## src/rtl/radio_state_seq.sv

```systemverilog
module radio_state_seq #(
  parameter int CLK_HZ      = 100_000_000,
  parameter int CLKM_HZ     = 1_000_000,
  parameter int SLP_PERIODS = 35,
  parameter int T_RST       = 37,
  parameter int T_WAKE      = 240,
  parameter int T_LONG      = 110,
  parameter int T_FAST      = 1,
  parameter int T_TX_LEAD   = 16,
  parameter int T_TX_END    = 32,
  parameter int CNT_W       = 16
) (
  input  logic       clk,
  input  logic       rst_n,
  input  logic       us_tick,
  input  logic       cmd_valid,
  input  logic [2:0] cmd_code,
  input  logic       slp_pin,
  input  logic       tx_done,
  output logic [2:0] state_code,
  output logic       busy,
  output logic       wake_irq,
  output logic       tx_strobe,
  output logic       cmd_err
);
  localparam logic [2:0] S_RST = 3'd0, S_SLP = 3'd1, S_OFF = 3'd2, S_PLL = 3'd3,
                         S_RX  = 3'd4, S_TX  = 3'd5, S_TRN = 3'd7;
  localparam logic [2:0] K_OFF = 3'd1, K_PLL = 3'd2, K_RX = 3'd3, K_TX = 3'd4,
                         K_FOFF = 3'd5, K_FPLL = 3'd6;
  localparam logic [CNT_W-1:0] C_RST  = CNT_W'(T_RST);
  localparam logic [CNT_W-1:0] C_WAKE = CNT_W'(T_WAKE);
  localparam logic [CNT_W-1:0] C_LONG = CNT_W'(T_LONG);
  localparam logic [CNT_W-1:0] C_FAST = CNT_W'(T_FAST);
  localparam logic [CNT_W-1:0] C_LEAD = CNT_W'(T_TX_LEAD);
  localparam logic [CNT_W-1:0] C_TXE  = CNT_W'(T_TX_END);
  localparam logic [CNT_W-1:0] C_SLP  = CNT_W'((CLK_HZ / CLKM_HZ) * SLP_PERIODS);
  localparam logic [CNT_W-1:0] ONE    = CNT_W'(1);

  logic [2:0]       cur, tgt;
  logic [CNT_W-1:0] cnt;
  logic             by_clk, waking, sent, slp_q, err;

  wire plain  = cmd_valid && (cmd_code >= K_OFF) && (cmd_code <= K_TX);
  wire f_off  = cmd_valid && (cmd_code == K_FOFF);
  wire f_pll  = cmd_valid && (cmd_code == K_FPLL);
  wire pll_ok = (cur == S_RX) || (cur == S_TX) || (cur == S_TRN);
  wire last   = (cnt == ONE);

  assign state_code = cur;
  assign busy       = (cur == S_TRN);
  assign cmd_err    = err;

  always_ff @(posedge clk or negedge rst_n) begin
    if (!rst_n) begin
      cur       <= S_RST;
      tgt       <= S_OFF;
      cnt       <= C_RST;
      by_clk    <= 1'b0;
      waking    <= 1'b0;
      sent      <= 1'b0;
      slp_q     <= 1'b0;
      err       <= 1'b0;
      wake_irq  <= 1'b0;
      tx_strobe <= 1'b0;
    end else begin
      slp_q     <= slp_pin;
      wake_irq  <= 1'b0;
      tx_strobe <= 1'b0;
      if (f_off && cur != S_SLP) begin
        if (cur != S_OFF) begin
          cur <= S_TRN; tgt <= S_OFF; cnt <= C_FAST; by_clk <= 1'b0; waking <= 1'b0;
        end
      end else if (f_pll && pll_ok) begin
        cur <= S_TRN; tgt <= S_PLL; cnt <= C_FAST; by_clk <= 1'b0; waking <= 1'b0;
      end else begin
        case (cur)
          S_RST: begin
            if (plain) err <= 1'b1;
            if (us_tick) begin
              if (last) cur <= S_OFF;
              else cnt <= cnt - ONE;
            end
          end
          S_SLP: begin
            if (plain) err <= 1'b1;
            if (!slp_pin) begin
              cur <= S_TRN; tgt <= S_OFF; cnt <= C_WAKE; by_clk <= 1'b0; waking <= 1'b1;
            end
          end
          S_OFF: begin
            if (plain) begin
              case (cmd_code)
                K_PLL: begin cur <= S_TRN; tgt <= S_PLL; cnt <= C_LONG; by_clk <= 1'b0; end
                K_RX:  begin cur <= S_TRN; tgt <= S_RX;  cnt <= C_LONG; by_clk <= 1'b0; end
                K_TX:  err <= 1'b1;
                default: ;
              endcase
            end else if (slp_pin) begin
              cur <= S_TRN; tgt <= S_SLP; cnt <= C_SLP; by_clk <= 1'b1;
            end
          end
          S_PLL: begin
            if (plain) begin
              case (cmd_code)
                K_OFF: begin cur <= S_TRN; tgt <= S_OFF; cnt <= C_FAST; by_clk <= 1'b0; end
                K_RX:  begin cur <= S_TRN; tgt <= S_RX;  cnt <= C_FAST; by_clk <= 1'b0; end
                K_TX:  begin cur <= S_TX; cnt <= C_LEAD; sent <= 1'b0; end
                default: ;
              endcase
            end else if (slp_pin && !slp_q) begin
              cur <= S_TX; cnt <= C_LEAD; sent <= 1'b0;
            end
          end
          S_RX: begin
            if (plain) begin
              case (cmd_code)
                K_OFF: begin cur <= S_TRN; tgt <= S_OFF; cnt <= C_FAST; by_clk <= 1'b0; end
                K_PLL: begin cur <= S_TRN; tgt <= S_PLL; cnt <= C_FAST; by_clk <= 1'b0; end
                K_TX:  err <= 1'b1;
                default: ;
              endcase
            end
          end
          S_TX: begin
            if (plain) err <= 1'b1;
            if (!sent) begin
              if (us_tick) begin
                if (last) begin tx_strobe <= 1'b1; sent <= 1'b1; end
                else cnt <= cnt - ONE;
              end
            end else if (tx_done) begin
              cur <= S_TRN; tgt <= S_PLL; cnt <= C_TXE; by_clk <= 1'b0;
            end
          end
          S_TRN: begin
            if (by_clk || us_tick) begin
              if (last) begin
                cur      <= tgt;
                wake_irq <= waking;
                waking   <= 1'b0;
                by_clk   <= 1'b0;
              end else cnt <= cnt - ONE;
            end
          end
          default: cur <= S_RST;
        endcase
      end
    end
  end
endmodule

```

## config.mk

```make
export PLATFORM = sky130hd
export DESIGN_NAME = radio_state_seq
export DESIGN_NICKNAME = d
export VERILOG_FILES = /design/src/rtl/radio_state_seq.sv
export SDC_FILE = /design/constraint.sdc
export NUM_CORES = 1
export LEC_CHECK = 0
export CAP_MARGIN = 5
export CORE_MARGIN = 1
export CORE_UTILIZATION = 30
export CTS_BUF_LIST = sky130_fd_sc_hd__clkbuf_4 sky130_fd_sc_hd__clkbuf_8 sky130_fd_sc_hd__clkbuf_16
export DETAILED_ROUTE_END_ITERATION = 6
export PLACE_DENSITY = 0.57
export SYNTH_ARGS = -nofsm -noshare
export SYNTH_HDL_FRONTEND = slang
export SYNTH_SLANG_ARGS = --single-unit
```

## constraint.sdc

```tcl
create_clock -name clk -period 3.22 [get_ports clk]
set_input_delay 0.644 -clock clk [delete_from_list [all_inputs] [get_ports clk]]
set_output_delay 0.644 -clock clk [all_outputs]
set_load 0.05 [all_outputs]
```

== After elaboration in Yosys (flattened, before gate mapping) ==
Cells that the tools add are included.
Word-level totals
  register bits: 29
  output and inout bits: 7
  word-level logic and storage cells: 176
Cells by class
  $add $sub $neg: 1
  order comparisons: 2
  equality and inequality tests: 40
  multiplexer cells: 91
  bitwise operators: 2
  reduce and logical (&&, ||, !) cells: 30
Operators with widths (count)
  two-way mux 16 bit: 16
  one-hot mux 16 bit (7 select lines): 1
  two-way mux 3 bit: 27
  two-way mux 1 bit: 36
  one-hot mux 16 bit (2 select lines): 1
  one-hot mux 3 bit (2 select lines): 4
  AND reduction 11 bit: 2
  one-hot mux 3 bit (7 select lines): 1
  != test 4 bit, second input constant: 5
  == test 3 bit, second input constant: 6
  == test 16 x 1 -> 1 bit, second input constant: 1
  != test 4 x 2 -> 1 bit, second input constant: 4
  subtractor 16 x 1 -> 16 bit, second input constant: 1
  != test 5 bit, second input constant: 3
  one-hot mux 3 bit (5 select lines): 1
  AND reduction 14 bit: 1
  AND reduction 13 bit: 1
  == test 3 x 2 -> 1 bit, second input constant: 4
  != test 6 bit, second input constant: 2
  AND reduction 5 bit: 2
  nonzero test 9 bit: 1
  != test 2 x 1 -> 1 bit, second input constant: 4
  != test 4 x 1 -> 1 bit, second input constant: 2
  nonzero test 8 bit: 1
  other kinds (22): 39

== Depth between registers and ports, before layout ==
Gate-level depths: netlist of the first run.
  depth after elaboration: 7
  depth in mapped cells: 9

== Worst setup path before layout of the first run ==
OpenSTA, ideal clock, no wires.
  kind: register to register
  start: reg cur[0] (netlist: state_code[0])
  end: reg cnt[10]
  setup time: 0.137 ns
  arrival time: 2.378 ns
  required time: 3.083 ns
  slack: 0.705 ns
  cell stages (with the launch flop): 9
  buffers on the path: 2
  clock period less this slack: 2.515 ns
  path through: dfrtp_1 -> buf_2 -> nand3_1 -> inv_1 -> nand2_1 -> o311ai_2 -> or2_1 -> buf_2 -> o32ai_1
On the way
  elaborated cells on any way between the ends: 28
RTL lines
  start: declaration: RTL line 39  | logic [2:0] cur, tgt;
  start signal: assignment: RTL line 138  | cur <= tgt;
  == test 3 bit *
  net busy: RTL line 21  | output logic busy,
  logical OR 1 bit: RTL line 46  | wire pll_ok = (cur == S_RX) || (cur == S_TX) || (cur == S_TRN);
  logical AND 1 bit: RTL line 73  | end else if (f_pll && pll_ok) begin
  != test 6 bit (no source line) (tied with other cells)
  AND reduction 11 bit (no source line) or two-way mux 16 bit (tied branches)
  end signal: assignment: RTL line 81  | else cnt <= cnt - ONE;
  end signal: assignment: RTL line 129  | else cnt <= cnt - ONE;
  end signal: assignment: RTL line 142  | end else cnt <= cnt - ONE;
  end: declaration: RTL line 40  | logic [CNT_W-1:0] cnt;
Mark *: on every way through the listed nets, which the timed path passes. The rest lies on a longest branch.
A chain may end at the register's enable or synchronous reset.

== Worst setup path in the final report of the first run ==
  start: in cmd_code[1]
  end: reg cnt[3]
On the way
  cells in the longest elaborated chain, start to end: 7
  elaborated cells on any way between the ends: 34
RTL lines
  start: declaration: RTL line 17  | input logic [2:0] cmd_code,
  >= comparator 3 x 1 -> 1 bit: RTL line 43  | wire plain = cmd_valid && (cmd_code >= K_OFF) && (cmd_code <= K_TX);
  logical AND 1 bit (2 in a row): RTL line 43
  two-way mux 16 bit, on equally long branches: RTL line 103, 91
  one-hot mux 16 bit (7 select lines): RTL line 76  | case (cur)
  two-way mux 16 bit: RTL line 73
  two-way mux 16 bit: RTL line 69  | if (f_off && cur != S_SLP) begin
Parallel ways exist; a longest one is shown, timed or not.

==> flow_summary.toml, run 1 <==
[pwr]
p_seq_frac = 0.207
p_comb_frac = 0.677
leakage_nw = 1.33
p_per_area_nw_per_um2 = 1110
power_switching_w = 0.00187
p_clk_frac = 0.116
ir_drop_mv = 0.338
swShare = 0.515
p_int_w = 0.00176

[placement]
placed_cell_area_um2 = 3140
place_congestion = 0.934
pre_cts_slack_ps = 135
dp_hpwl_mm = 7.06
port-buffer-count = 15
dp.cells = 471

[synthesis]
syn_area_um2 = 2760
synthArstFlopShare = 1.00
synth_top_area_share = 0.227
syn_nets = 356
ys.flop_type = "dfrtp_1"
synth_cell_type_count = 76
yosys.area.top_type = "dfrtp_1"
ys_warn_count = 0
synth_enable_flop_cells = 0
synth.avg_cell_area_um2 = 7.99
syn_inst = 345
synth_top_cells_by_area = "dfrtp_1, o21ai_0, nand2_1"
ys_seq_area_frac = 0.265
synth_seq_cells = 29

[final_layout]
area_delta_synth_final_pct = 18.4
layout.nets = 381
final_cell_area_um2 = 3260
antenna_cells = 0
final_util = 0.371
drive_gt1_frac = 0.156
fin_cells = 479

[grt]
antenna_found_initial = 0
grt_max_degree = 30
grt_use_total = 0.211
overflow = 0
first_global_vias = 2943
grt_pass1_wl_mm = 16.0

[clocking]
cts_resized = 0
holdBufCountCts = 0
cts-root-buf = "clkbuf_8"
cts.sinks = 29
clockBufferDepth = 2
cts_buffers = 5
clk_pin_slew_worst_paths_ps = 70
cts_tree = "yes"
post_cts_buffers = 0
clkLatencyLatePin_ps = 290
htree_levels = 2

[die]
placementRows = 34
die_height_um = 97.9
dieArea_um2 = 9580
ioPinCount = 16
initial_core_util = 0.313
die_x_um = 97.9
core_um2 = 8810

[timing]
worst_clock_skew_ps = 3.59
fmax_mhz = 324
rsz0062_at_grt = "false"
finalSetupViolCount = 0
drv_slew = 0
fin_crit_ps = 3080
fin_ws_ps = 137
worst_pin_slew_ps = 780
fin_setup_tns_ps = 0
hold_viol = 0
slew_headroom = 0.478
fin_crit_sh = 0.957

[flow_run]
drv_cap = 0

[critical_path]
crit_path_max_fanout = 12
path_class = "in -> reg"
crit_required_ps = 3370
end_kind = "flop"
critPathLaunchType = "input pin"
cp.arrival_ps = 3230

[detailed_routing]
drc = 0
wire_per_inst_um = 20.3
first_iter_violations = 522
vias_per_cell = 6.37
routed_wl_mm = 9.73
route.antenna.remaining_nets = 0
drt_pass1_iterations = 5
vias = 3051

[hold_path]
hold_path.class = "reg -> reg"

[status]
status = "completed"
## cells in the final DEF, fill, tap and decap left out, types with 3 or more instances in the layout
| master | instances |
|---|---|
| a211o_1 | 3 |
| a21o_1 | 4 |
| a21oi_1 | 21 |
| a31oi_1 | 9 |
| a41oi_1 | 3 |
| and2_1 | 3 |
| and3_1 | 5 |
| buf_4 | 26 |
| clkbuf_8 | 6 |
| clkdlybuf4s50_1 | 15 |
| dfrtp_1 | 25 |
| dfstp_2 | 4 |
| inv_1 | 16 |
| mux2_1 | 3 |
| mux2_2 | 3 |
| mux2i_1 | 3 |
| nand2_1 | 30 |
| nand3_1 | 10 |
| nand4_1 | 5 |
| nor2_1 | 26 |
| nor2b_1 | 5 |
| nor3_1 | 10 |
| nor3b_1 | 3 |
| nor4_1 | 3 |
| o211ai_1 | 5 |
| o21a_1 | 6 |
| o21ai_0 | 25 |
| o31ai_1 | 13 |
| o32ai_1 | 3 |
| o41ai_1 | 4 |
| o41ai_2 | 3 |
| or3_1 | 6 |
## cells in the mapped netlist (4+ instances only)
cell type   n
a31oi_1     9
o211ai_1    5
nand2_1    30
nand3_1    10
a21o_1      4
o21ai_0    25
nor3_1     10
a21oi_1    21
o41ai_1     4
o21a_1      6
nor2b_1     5
nor2_1     26
or3_1       6
dfrtp_1    25
clkbuf_1    5
nand4_1     5
dfstp_2     4
inv_1      16
and3_1      5
o31ai_1    13
buf_2      18
## metrics by stage
stage                     power (W)  hold slack [ps]
final                       0.00364              477
after global routing        0.00388              500
after CTS                   0.00358              485
after detailed placement    0.00315              465
after global placement      0.00316              458
after floorplan             0.00240              348
## power by group through the flow
stage          clock network, W  registers (W)  logic, W
2_1_floorplan                 0       0.000699   0.00170
3_3_place_gp                  0       0.000744   0.00242
3_5_place_dp                  0       0.000745   0.00240
4_1_cts                0.000427       0.000741   0.00241
5_1_grt                0.000447       0.000775   0.00265
6_report               0.000423       0.000751   0.00246
## final timing paths
path / from / endpoint / slack, ps / depth (start not counted)
setup / recovery: cmd_code[1] / cnt[3] / 140 / 8
hold / removal: cmd_err / cmd_err / 480 / 1
setup reg to reg: state_code[1] / cnt[3] / 280 / 8
hold reg to reg: cmd_err / cmd_err / 480 / 1
max in group asynchronous: rst_n / cnt[0] / 2150 / 2
min in group asynchronous: rst_n / tgt[2] / 740 / 2
## state kept, by name (all words and copies together) (netlist names)
register / cells
tgt: 3
tx_strobe: 1
waking: 1
state_code: 3
slp_q: 1
cnt: 16
wake_irq: 1
sent: 1
by_clk: 1
cmd_err: 1
## critical path: stages
cell             delay [ps]
clkdlybuf4s50_1         590
nor2_2                  390
nor3_1                  150
a41oi_1                 300
o311ai_2                190
buf_4                   230
o41ai_1                 590
o31ai_1                 140
## layout make-up
| type | count | area, um^2 |
|---|---|---|
| Fill cell | 884 | 5540 |
| Multi-Input combinational cell | 276 | 1850 |
| Sequential cell | 29 | 731 |
| Timing Repair Buffer | 42 | 365 |
| Tap cell | 108 | 135 |
| Clock buffer | 7 | 90.1 |
| Inverter | 16 | 60.1 |
| Clock inverter | 1 | 30.0 |
## cell families after synthesis
kind of cell    Yosys count  synth area share
compound gates          135             0.360
simple gates            127             0.258
buf+inv                  40            0.0626
flops                    29             0.265
mux                       9            0.0354
xor+xnor                  3           0.00953
fa+ha+maj                 2           0.00908
## layer usage
metal / up-vias / wire length (um) / track usage
li1: 1382 / - / -
met1: 1460 / 4210 / 0.290
met2: 183 / 4380 / 0.318
met3: 26 / 846 / 0.0458
met4: 0 / 299 / 0.0921
met5: - / 0 / 0
No activity file was read; power rests on OpenSTA's default activity.
==> inputs of run 2 (changes only) <==
- TNS_END_PERCENT: not set -> 5
==> results of run 2 <==
No change in the layout: final DEF, timing and power equal those of run 1.
